==> config.mk <==
export PLATFORM = sky130hd
export DESIGN_NAME = mdrop_rx_filter
export DESIGN_NICKNAME = d
export VERILOG_FILES = /design/src/rtl/mdrx_pkg.sv /design/src/rtl/mdrx_bitrx.sv /design/src/rtl/mdrx_select.sv /design/src/rtl/mdrx_fifo.sv /design/src/rtl/mdrop_rx_filter.sv
export SDC_FILE = /design/constraint.sdc
export NUM_CORES = 1
export LEC_CHECK = 0
export BUFFER_PORTS_ARGS = -buffer_cell sky130_fd_sc_hd__buf_2
export CAP_MARGIN = 20
export CORE_MARGIN = 2
export CORE_UTILIZATION = 45
export CTS_CLUSTER_SIZE = 12
export DETAILED_ROUTE_END_ITERATION = 16
export GPL_TIMING_DRIVEN = 0
export SYNTH_ARGS = -nofsm -noshare
export SYNTH_HDL_FRONTEND = slang
export SYNTH_HIERARCHICAL = 1
export SYNTH_SLANG_ARGS = --single-unit
==> constraint.sdc <==
create_clock -name clk -period 2.75 [get_ports clk]
set_input_delay 0.4125 -clock clk [delete_from_list [all_inputs] [get_ports clk]]
set_output_delay 0.4125 -clock clk [all_outputs]
set_load 0.01 [all_outputs]
==> src/rtl/mdrx_pkg.sv <==
package mdrx_pkg;

    typedef enum logic [2:0] {
        RX_IDLE,
        RX_START,
        RX_DATA,
        RX_QUAL,
        RX_STOP,
        RX_HOLD
    } rx_state_e;

    typedef enum logic {
        NODE_OFF,
        NODE_ON
    } node_state_e;

endpackage

==> src/rtl/mdrx_bitrx.sv <==
module mdrx_bitrx #(
    parameter int OSR   = 16,
    parameter int DBITS = 8,
    parameter int SYNC  = 2
) (
    input  logic             clk,
    input  logic             rst_n,
    input  logic             tick,
    input  logic             line_in,
    output logic             chr_valid,
    output logic [DBITS-1:0] chr_data,
    output logic             chr_qual,
    output logic             chr_stop_ok
);
    import mdrx_pkg::*;

    localparam int CW   = $clog2(OSR);
    localparam int IW   = $clog2(DBITS);
    localparam int HALF = OSR / 2 - 1;

    logic [SYNC-1:0] sync_q;
    logic            rx;

    genvar g;
    generate
        for (g = 0; g < SYNC; g++) begin : g_sync
            if (g == 0) begin : g_first
                always_ff @(posedge clk or negedge rst_n) begin
                    if (!rst_n) sync_q[0] <= 1'b1;
                    else        sync_q[0] <= line_in;
                end
            end else begin : g_next
                always_ff @(posedge clk or negedge rst_n) begin
                    if (!rst_n) sync_q[g] <= 1'b1;
                    else        sync_q[g] <= sync_q[g-1];
                end
            end
        end
    endgenerate

    assign rx = sync_q[SYNC-1];

    rx_state_e        state_q, state_d;
    logic [CW-1:0]    cnt_q;
    logic [IW-1:0]    idx_q;
    logic [DBITS-1:0] shf_q;
    logic             bit_end;
    logic             mid_start;

    assign bit_end   = tick && (cnt_q == CW'(OSR - 1));
    assign mid_start = tick && (cnt_q == CW'(HALF));

    always_comb begin
        state_d = state_q;
        unique case (state_q)
            RX_IDLE:  if (tick && !rx) state_d = RX_START;
            RX_START: if (mid_start) state_d = rx ? RX_IDLE : RX_DATA;
            RX_DATA:  if (bit_end && idx_q == IW'(DBITS - 1)) state_d = RX_QUAL;
            RX_QUAL:  if (bit_end) state_d = RX_STOP;
            RX_STOP:  if (bit_end) state_d = rx ? RX_IDLE : RX_HOLD;
            RX_HOLD:  if (rx) state_d = RX_IDLE;
            default:  state_d = RX_IDLE;
        endcase
    end

    always_ff @(posedge clk or negedge rst_n) begin
        if (!rst_n) state_q <= RX_IDLE;
        else        state_q <= state_d;
    end

    always_ff @(posedge clk or negedge rst_n) begin
        if (!rst_n) begin
            cnt_q       <= '0;
            idx_q       <= '0;
            shf_q       <= '0;
            chr_valid   <= 1'b0;
            chr_data    <= '0;
            chr_qual    <= 1'b0;
            chr_stop_ok <= 1'b0;
        end else begin
            chr_valid <= 1'b0;
            unique case (state_q)
                RX_IDLE: begin
                    cnt_q <= '0;
                    idx_q <= '0;
                end
                RX_START: begin
                    if (mid_start)  cnt_q <= '0;
                    else if (tick)  cnt_q <= cnt_q + 1'b1;
                end
                RX_DATA: begin
                    if (tick) cnt_q <= cnt_q + 1'b1;
                    if (bit_end) begin
                        cnt_q <= '0;
                        shf_q <= {rx, shf_q[DBITS-1:1]};
                        idx_q <= idx_q + 1'b1;
                    end
                end
                RX_QUAL: begin
                    if (tick) cnt_q <= cnt_q + 1'b1;
                    if (bit_end) begin
                        cnt_q    <= '0;
                        chr_qual <= rx;
                    end
                end
                RX_STOP: begin
                    if (tick) cnt_q <= cnt_q + 1'b1;
                    if (bit_end) begin
                        cnt_q       <= '0;
                        chr_valid   <= 1'b1;
                        chr_data    <= shf_q;
                        chr_stop_ok <= rx;
                    end
                end
                RX_HOLD: cnt_q <= '0;
                default: cnt_q <= '0;
            endcase
        end
    end

endmodule

==> src/rtl/mdrx_select.sv <==
module mdrx_select #(
    parameter int W = 8
) (
    input  logic         clk,
    input  logic         rst_n,
    input  logic         chr_valid,
    input  logic [W-1:0] chr_data,
    input  logic         chr_qual,
    input  logic         chr_stop_ok,
    input  logic [W-1:0] node_addr,
    input  logic [W-1:0] node_mask,
    input  logic         fifo_full,
    output logic         sel,
    output logic         push,
    output logic [W-1:0] push_data,
    output logic         match_hit,
    output logic         ferr_set,
    output logic         ovr_set
);
    import mdrx_pkg::*;

    node_state_e state_q, state_d;
    logic        good, is_addr, is_data, hit;

    assign good    = chr_valid && chr_stop_ok;
    assign is_addr = good && chr_qual;
    assign is_data = good && !chr_qual;
    assign hit     = ((chr_data ^ node_addr) & node_mask) == '0;

    always_comb begin
        state_d = state_q;
        unique case (state_q)
            NODE_OFF: if (is_addr && hit)  state_d = NODE_ON;
            NODE_ON:  if (is_addr && !hit) state_d = NODE_OFF;
            default:  state_d = NODE_OFF;
        endcase
    end

    always_ff @(posedge clk or negedge rst_n) begin
        if (!rst_n) state_q <= NODE_OFF;
        else        state_q <= state_d;
    end

    always_ff @(posedge clk or negedge rst_n) begin
        if (!rst_n) begin
            push      <= 1'b0;
            push_data <= '0;
            match_hit <= 1'b0;
            ferr_set  <= 1'b0;
            ovr_set   <= 1'b0;
        end else begin
            push      <= 1'b0;
            match_hit <= 1'b0;
            ferr_set  <= chr_valid && !chr_stop_ok;
            ovr_set   <= 1'b0;
            unique case (state_q)
                NODE_OFF: begin
                    if (is_addr && hit) match_hit <= 1'b1;
                end
                NODE_ON: begin
                    if (is_addr && hit) match_hit <= 1'b1;
                    if (is_data) begin
                        push_data <= chr_data;
                        if (fifo_full) ovr_set <= 1'b1;
                        else           push    <= 1'b1;
                    end
                end
                default: push <= 1'b0;
            endcase
        end
    end

    assign sel = (state_q == NODE_ON);

endmodule

==> src/rtl/mdrx_fifo.sv <==
module mdrx_fifo #(
    parameter int W     = 8,
    parameter int DEPTH = 4
) (
    input  logic                       clk,
    input  logic                       rst_n,
    input  logic                       push,
    input  logic [W-1:0]               din,
    input  logic                       pop,
    output logic [W-1:0]               dout,
    output logic                       empty,
    output logic                       full,
    output logic [$clog2(DEPTH):0]     level
);
    localparam int AW = $clog2(DEPTH);

    logic [W-1:0] mem [DEPTH];
    logic [AW:0]  wptr_q, rptr_q;
    logic         do_push, do_pop;

    assign empty   = (wptr_q == rptr_q);
    assign full    = (wptr_q[AW-1:0] == rptr_q[AW-1:0]) && (wptr_q[AW] != rptr_q[AW]);
    assign do_push = push && !full;
    assign do_pop  = pop && !empty;
    assign dout    = mem[rptr_q[AW-1:0]];
    assign level   = wptr_q - rptr_q;

    always_ff @(posedge clk) begin
        if (do_push) mem[wptr_q[AW-1:0]] <= din;
    end

    always_ff @(posedge clk or negedge rst_n) begin
        if (!rst_n) begin
            wptr_q <= '0;
            rptr_q <= '0;
        end else begin
            if (do_push) wptr_q <= wptr_q + 1'b1;
            if (do_pop)  rptr_q <= rptr_q + 1'b1;
        end
    end

endmodule

==> src/rtl/mdrop_rx_filter.sv <==
module mdrop_rx_filter #(
    parameter int W          = 8,
    parameter int OSR        = 16,
    parameter int FIFO_DEPTH = 4,
    parameter int SYNC       = 2
) (
    input  logic         clk,
    input  logic         rst_n,
    input  logic         baud_tick,
    input  logic         rxd,
    input  logic         cfg_we,
    input  logic [W-1:0] cfg_node_addr,
    input  logic [W-1:0] cfg_node_mask,
    input  logic         irq_en,
    input  logic [2:0]   ack_w1c,
    input  logic         rd_en,
    output logic [W-1:0] rd_data,
    output logic         rd_empty,
    output logic         selected,
    output logic         irq,
    output logic         frame_err,
    output logic         overrun
);
    localparam int AW = $clog2(FIFO_DEPTH);

    logic         chr_valid, chr_qual, chr_stop_ok;
    logic [W-1:0] chr_data;
    logic [W-1:0] addr_q, mask_q;
    logic         push, match_hit, ferr_set, ovr_set, fifo_full;
    logic [W-1:0] push_data;
    logic [AW:0]  fifo_level;
    logic         pend_q, ferr_q, ovr_q;

    mdrx_bitrx #(.OSR(OSR), .DBITS(W), .SYNC(SYNC)) u_bitrx (
        .clk         (clk),
        .rst_n       (rst_n),
        .tick        (baud_tick),
        .line_in     (rxd),
        .chr_valid   (chr_valid),
        .chr_data    (chr_data),
        .chr_qual    (chr_qual),
        .chr_stop_ok (chr_stop_ok)
    );

    always_ff @(posedge clk or negedge rst_n) begin
        if (!rst_n) begin
            addr_q <= '0;
            mask_q <= '1;
        end else if (cfg_we) begin
            addr_q <= cfg_node_addr;
            mask_q <= cfg_node_mask;
        end
    end

    mdrx_select #(.W(W)) u_select (
        .clk         (clk),
        .rst_n       (rst_n),
        .chr_valid   (chr_valid),
        .chr_data    (chr_data),
        .chr_qual    (chr_qual),
        .chr_stop_ok (chr_stop_ok),
        .node_addr   (addr_q),
        .node_mask   (mask_q),
        .fifo_full   (fifo_full),
        .sel         (selected),
        .push        (push),
        .push_data   (push_data),
        .match_hit   (match_hit),
        .ferr_set    (ferr_set),
        .ovr_set     (ovr_set)
    );

    mdrx_fifo #(.W(W), .DEPTH(FIFO_DEPTH)) u_fifo (
        .clk   (clk),
        .rst_n (rst_n),
        .push  (push),
        .din   (push_data),
        .pop   (rd_en),
        .dout  (rd_data),
        .empty (rd_empty),
        .full  (fifo_full),
        .level (fifo_level)
    );

    always_ff @(posedge clk or negedge rst_n) begin
        if (!rst_n) begin
            pend_q <= 1'b0;
            ferr_q <= 1'b0;
            ovr_q  <= 1'b0;
        end else begin
            if (match_hit)       pend_q <= 1'b1;
            else if (ack_w1c[0]) pend_q <= 1'b0;
            if (ferr_set)        ferr_q <= 1'b1;
            else if (ack_w1c[1]) ferr_q <= 1'b0;
            if (ovr_set)         ovr_q  <= 1'b1;
            else if (ack_w1c[2]) ovr_q  <= 1'b0;
        end
    end

    assign irq       = pend_q && irq_en;
    assign frame_err = ferr_q;
    assign overrun   = ovr_q;

endmodule

# Yosys cells after proc, flatten, opt, wreduce, memory -nomap -nowiden
# Memories as Yosys holds them, arrays and structs flattened.
# Index checks and enable logic that the tools add are counted.
# op_classes
n_mux,34
reduce_logical,33
n_eq_ne,18
add_sub_neg,4
bitwise_logic,3
# op_table
cell,count
3-bit 2-to-1 mux,8
1-bit 2-to-1 mux,18
3-bit one-hot mux with 6 select lines,1
1-bit logical AND,14
"2-bit by 1-bit != test with 1-bit output, second input constant",7
4-bit 2-to-1 mux,3
2-bit AND reduction,5
"3-bit by 1-bit adder with 3-bit output, second input constant",3
"3-bit == test, second input constant",3
8-bit bitwise AND,1
8-bit logical NOT,1
4-bit one-hot mux with 2 select lines,1
2-bit nonzero test,4
8-bit bitwise XOR,1
"3-bit by 2-bit == test with 1-bit output, second input constant",2
1-bit logical NOT,6
3-bit one-hot mux with 2 select lines,1
6-bit AND reduction,1
"4-bit by 1-bit adder with 4-bit output, second input constant",1
"4-bit by 3-bit == test with 1-bit output, second input constant",1
"4-bit == test, second input constant",1
"3-bit by 1-bit == test with 1-bit output, second input constant",1
3-bit == test,1
3-bit logical NOT,1
6 further kinds,6
# totals
in_bits,26
regBits,69
elab_cells,116
out_inout_bits,13
mem_count,1
ram_bits,32
# mem_list
name,depth,width,rd,rd_ports_with_merged_regs,wr,line_no,source
u_fifo.mem,4,8,1,0,1,mdrx_fifo.sv:17,logic [W-1:0] mem [DEPTH];

# Longest topological paths before layout
# Gate-level depths: netlist of the first run.
# logic_depth
word_depth,7
mapped_depth,7
ltp_nobuf,6

# Modules after synthesis
# Netlist of the first run, hierarchy kept.
# modules_own_cells
mod,seq_area_each_um2,cells_each,n_inst,area_each_um2
mdrx_fifo,1111.1,87,1,1611.5
mdrx_bitrx,778.2,113,1,1415.1
mdrop_rx_filter,485.5,44,1,774.5
mdrx_select,325.3,45,1,586.8

# Worst setup path after synthesis of the first run
# No wires, ideal clock.
# synth_timing
path_type,register -> register
start,register u_fifo.rptr_q[1]
end,"memory u_fifo.mem[0][0], enable pin"
setup_time_ns,0.332
required_time_ns,2.418
arrival_time_ns,1.532
path_stages_with_launch,6
setup_slack_ns,0.886
path_cell_list,dfrtp_1 > clkbuf_1 > inv_1 > ha_1 > nand3_1 > and3_1
# synth_between
elab_chain_cells,6
# synth_rtl
item,line_no,source
"start, declared",mdrx_fifo.sv:18,"logic [AW:0] wptr_q, rptr_q;"
"start signal, assigned",mdrx_fifo.sv:38,if (do_pop) rptr_q <= rptr_q + 1'b1;
2-bit == test,mdrx_fifo.sv:22,assign full = (wptr_q[AW-1:0] == rptr_q[AW-1:0]) && (wptr_q[AW] != rptr_q[AW]);
1-bit logical AND,mdrx_fifo.sv:22,
1-bit logical NOT,mdrx_fifo.sv:23,assign do_push = push && !full;
1-bit logical AND,mdrx_fifo.sv:23,
1-bit 2-to-1 mux,mdrx_fifo.sv:29,if (do_push) mem[wptr_q[AW-1:0]] <= din;
1-bit 2-to-1 mux (implied by the code),mdrx_fifo.sv:29,
"end, declared",mdrx_fifo.sv:17,
# Every way passes these cells.

# Worst setup path in the final report of the first run
# layout_timing
start,register u_fifo.rptr_q[1]
end,output port rd_empty
# layout_between
elab_chain_cells,1
# layout_rtl
item,line_no,source
3-bit == test,mdrx_fifo.sv:21,assign empty = (wptr_q == rptr_q);
"end, declared",mdrop_rx_filter.sv:18,"output logic rd_empty,"
# Every way passes these cells.

==> impl_results.md, run 1 <==
* Status: complete, no violations
* Final max-slew violation count at 0
* Hold Crit Class: primary input to register
* Synth warnings at 6
* DIE WIDTH at 102 µm
* Setup Viol. Count Final at 0
* Antenna Violating Nets Remaining at 0
* Starting Density at 0.467
* Combinational power share at 0.124
* Cell area after placement at 4700 µm²
* Final HPWL DP at 4800 µm
* Syn Area/Cell at 15.3 µm²
* Hold path startpoint: rxd
* Final period util at 0.864
* Fmax at 421 MHz
* Post-DR wirelength/cell at 15.0 µm
* Commonest non-fill, non-tap cells in the layout: dfrtp_1, buf_2, mux2_2
* Crit. Startpoint: u_fifo/rptr_q[1]$_DFFE_PN0P_
* Mapped cell area at 4350 µm²
* Fill cells at 821
* Seq pwr share at 0.587
* NumNets Final at 368
* DRT iter0 DRCs at 88
* CTS sink count at 101
* Routed vias/inst at 5.07
* CTS tree: built
* Setup crit end kind: output port
* H-tree depth at 3
* Die area at 10500 µm²
* Unrepaired setup endpoints after global routing: no
* P_sw at 0.690 mW
* Hold Buf Count CTS at 0
* P per Cell Area at 578 nW/µm²
* Post-CTS Setup Inserts at 0
* Cell leakage power at 2.16 nW
* CP Launch Type: register
* GRT Overall Usage at 0.148
* Worst-margin pin slew at 846 ps
* PortBufs at 36
* Max FO, Critical Path at 10
* Initial DRT Pass Iterations at 4
* Slew HR at 0.436
* Clock Latency Late Sink at 350 ps
* Clk buf depth at 2
* DIE HEIGHT at 102 µm
* Largest net degree at the start of global routing at 70
* Drt drc at 0
* Number of I/O pins at 39
* Maxcap violations at 0
* Net Sw Frac at 0.245
* ANT cells at 0
* Root Driver: clkbuf_8
* Fin area at 4860 µm²
* Share of cells above drive strength 1 at 0.386
* RR Startpoint: u_fifo/rptr_q[1]$_DFFE_PN0P_
* TritonCTS buffer count at 9
* Initial antenna violation count at 0
* Critical path data required time at 2340 ps
* Critical path type: register to output port
* Post-Syn Nets at 321
* Layout area overhead at 11.7%
* Gr ovfl total at 0
* Core area at 9330 µm²
* FP Rows at 35
* WL final at 6970 µm
* CTS resizes at 0
* Critical path data arrival time at 1960 ps
* Number of global-route vias before repair at 2398
* Final Skew at 9.24 ps
* Total negative slack at 0 ps
* Clock network power share at 0.290
* First-pass GRT wire length at 11700 µm
* Internal power at 2.12 mW
* Synth Instances at 285
* Tmin final at 2380 ps
* Peak supply drop at 0.000235 V
* Worst-path clk slew at 90 ps
* Most common cell after layout, fill and taps aside: dfrtp_1
* Vias at 2361
* Final Hold Fails at 0
* GPL Wtd Cong at 0.718
## state kept, by name, summed over array words and instances, names as in the netlist, 3 cells and up, named ones only
register,count
u_bitrx/chr_data,8
u_bitrx/cnt_q,4
u_fifo/wptr_q,3
mask_q,8
u_fifo/mem,32
u_bitrx/state_q,3
u_bitrx/shf_q,8
addr_q,8
u_fifo/rptr_q,3
u_select/push_data,8
u_bitrx/idx_q,3
## through the flow
stage          instances  setup WS (ps)  hold WS, ps   util  total power, mW
2_1_floorplan        285            953          117      -             1.93
3_3_place_gp         450            496          345  0.503             2.02
3_5_place_dp         450            475          348  0.503             2.03
4_1_cts              466            305          137  0.521             2.85
5_1_grt              466            169          139  0.521             2.94
6_report             466            374          153  0.521             2.81
## path summary, 6_finish.rpt
| path | end | slack (ps) | depth (start not counted) |
|---|---|---|---|
| worst max-delay path | rd_empty | 370 | 6 |
| worst min-delay path | u_bitrx/sync_q[0]$_DFF_PN1_ | 150 | 1 |
| worst max register to register | u_fifo/mem[1][1]$_DFFE_PP_ | 540 | 5 |
| worst min register to register | u_bitrx/rx$_DFF_PN1_ | 360 | 0 |
| max in group asynchronous | addr_q[3]$_DFFE_PN0P_ | 2030 | 1 |
| min in group asynchronous | addr_q[5]$_DFFE_PN0P_ | 160 | 1 |
## routing by layer
layer  vias up  track usage  share of wire
met2        38        0.240           0.48
met1      1189        0.197           0.47
met5         -            0              0
li1       1126            -              -
met4         0       0.0615          0.011
met3         8       0.0267          0.033
## critical path, cell delays in order (launching register included)
cell and delay (ps):
dfrtp_1 360, clkbuf_1 460, inv_1 100, ha_1 330, nand2_1 130, nor2_1 100, buf_2 130
## power groups by stage
stage | registers [mW] | logic [mW] | clock network (mW)
global placement | 1.68 | 0.342 | 0
CTS | 1.65 | 0.349 | 0.849
floorplan | 1.67 | 0.261 | 0
finish | 1.65 | 0.347 | 0.814
global route | 1.66 | 0.388 | 0.899
detailed placement | 1.68 | 0.349 | 0
## final cells by class
class | instances | area, µm² | share of cell area
Buffer | 10 | 77.6 | 0.0160
Multi-Input combinational cell | 160 | 1520 | 0.313
Sequential cell | 101 | 2700 | 0.556
Tap cell | 129 | 161 | 0.0332
Clock inverter | 1 | 7.51 | 0.00154
Inverter | 14 | 52.6 | 0.0108
Clock buffer | 15 | 156 | 0.0322
Timing Repair Buffer | 36 | 183 | 0.0376
Note: power is estimated with default switching activity, not from simulation.
==> inputs of run 2 (changes only) <==
CAP_MARGIN = unset   (was 20)
PLACE_DENSITY = 0.6   (was unset)
REMOVE_ABC_BUFFERS = 1   (was unset)
==> run 2 against run 1 <==
Compared with the run above: die area is the same; sequential power grew 3%; sequential share of layout area shrank 0.20 points; final area grew 0.36%; critical endpoint unchanged.
==> impl_results.md, run 2 (synthesis gave the netlist of run 1 again) <==
* Worst-margin pin slew at 856 ps
* Number of global-route vias before repair at 2349
* Drt drc at 0
* WL met2 at 3330 µm
* Final HPWL DP at 4700 µm
* Max reg flops at 32
* Layout area overhead at 12.1%
* Final Hold Fails at 0
* CP Launch Type: register
* Routed vias/inst at 5.07
* Worst hold slack at 155 ps
* Slew HR at 0.429
* Most common cell after layout, fill and taps aside: dfrtp_1
* DRT iter0 DRCs at 70
* Gr ovfl total at 0
* Clk buf depth at 2
* Final max-slew violation count at 0
* Total power at 3.10 mW
* M1 wire length at 3190 µm
* Hold Crit Class: primary input to async pin
* Worst-path clk slew at 100 ps
* H-tree depth at 3
* Tmin final at 2270 ps
* CTS tree: built
* Seq. cell area at 2700 µm²
* P per Cell Area at 635 nW/µm²
* Unrepaired setup endpoints after global routing: no
* FP Rows at 35
* WL final at 6820 µm
* Die area at 10500 µm²
* Max FO, Critical Path at 11
* ANT cells at 0
* DR WL met3 at 227 µm
* Final Core Density at 0.523
* Critical path type: register to output port
* GRT Overall Usage at 0.146
* Maxcap violations at 0
* DIE HEIGHT at 102 µm
* Setup Viol. Count Final at 0
* Setup slack after layout at 479 ps
* Peak supply drop at 0.000271 V
* Initial DRT Pass Iterations at 4
* Largest net degree at the start of global routing at 70
* Final Skew at 11.9 ps
* PortBufs at 38
* TritonCTS buffer count at 9
* Critical path data arrival time at 1860 ps
* CTS resizes at 0
* NumNets Final at 360
* Status: complete, no violations
* Place WS at 631 ps
* DIE WIDTH at 102 µm
* Core area at 9330 µm²
* Number of I/O pins at 39
* Fill cells at 815
* Final period util at 0.826
* Initial antenna violation count at 0
* Slowest stage delay, CP at 750 ps
* Multi-input gate area at 1520 µm²
* Vias at 2324
* Hold Buf Count CTS at 0
* Cell Chain, Critical Path: ha_1 -> nand2_1 -> nor2_1 -> buf_2
* Clock Latency Late Sink at 340 ps
* Cell area after placement at 4630 µm²
* Placed instance count at 442
* Fin area at 4880 µm²
* Critical path data required time at 2340 ps
* Post-DR wirelength/cell at 14.9 µm
* Starting Density at 0.467
* Post-CTS Setup Inserts at 0
* Total negative slack at 0 ps
* Antenna Violating Nets Remaining at 0
* Fin cells at 458
* Share of cells above drive strength 1 at 0.386
* CTS sink count at 101
* Setup crit end kind: output port
* CP max-delay cell: dfrtp_1
* Fmax at 440 MHz
* Top Metal Used: met4
* Root Driver: clkbuf_8
* Cell leakage power at 2.16 nW
* Commonest non-fill, non-tap cells in the layout: dfrtp_1, buf_2, mux2_2
* GPL Wtd Cong at 0.761
* First-pass GRT wire length at 11600 µm
run 2: cell count changes in the layout (fill, tap and decap cells not counted), sizes merged:
cell      previous run  this run
clkinvlp             1         0
bufinv               0         3
clkbuf              16        11
clkinv               0         2
buf                 45        38
run 2: layout make-up:
type,instances,area share
repair buffers,38,0.0395
clock buffers,11,0.0290
inverters,14,0.0108
clock inverters,5,0.0221
multi-input cells,160,0.312
flip-flops and latches,101,0.554
well taps,129,0.0331
run 2: critical path: cells and delay by family, from the launching register on:
kind	cells	cell delay (ps)
flops	1	750
fa+ha+maj	1	390
simple gates	2	230
buf+inv	1	140
run 2: power by group:
| part | leakage, nW | total [mW] | internal (mW) | switching (mW) |
|---|---|---|---|---|
| Sequential | 1.13 | 1.70 | 1.61 | 0.0907 |
| Combinational | 0.914 | 0.276 | 0.134 | 0.141 |
| Clock | 0.124 | 1.12 | 0.633 | 0.486 |
run 2: final timing paths:
check / from / end / slack, ps / cells past startpoint
setup / recovery: u_fifo/rptr_q[0]$_DFFE_PN0P_ / rd_empty / 480 / 4
hold reg to reg: u_bitrx/sync_q[0]$_DFF_PN1_ / u_bitrx/rx$_DFF_PN1_ / 360 / 0
min in group clk: rxd / u_bitrx/sync_q[0]$_DFF_PN1_ / 160 / 1
hold / removal: rst_n / addr_q[0]$_DFFE_PN0P_ / 160 / 1
max in group asynchronous: rst_n / u_bitrx/chr_data[7]$_DFFE_PN0P_ / 2020 / 1
setup reg to reg: u_fifo/rptr_q[0]$_DFFE_PN0P_ / u_fifo/mem[0][2]$_DFFE_PP_ / 650 / 3
run 2: routing by layer:
layer / up-vias / global-route usage
li1: 1109 / -
met1: 1161 / 0.196
met2: 48 / 0.239
met3: 6 / 0.0253
met4: 0 / 0.0544
met5: - / 0
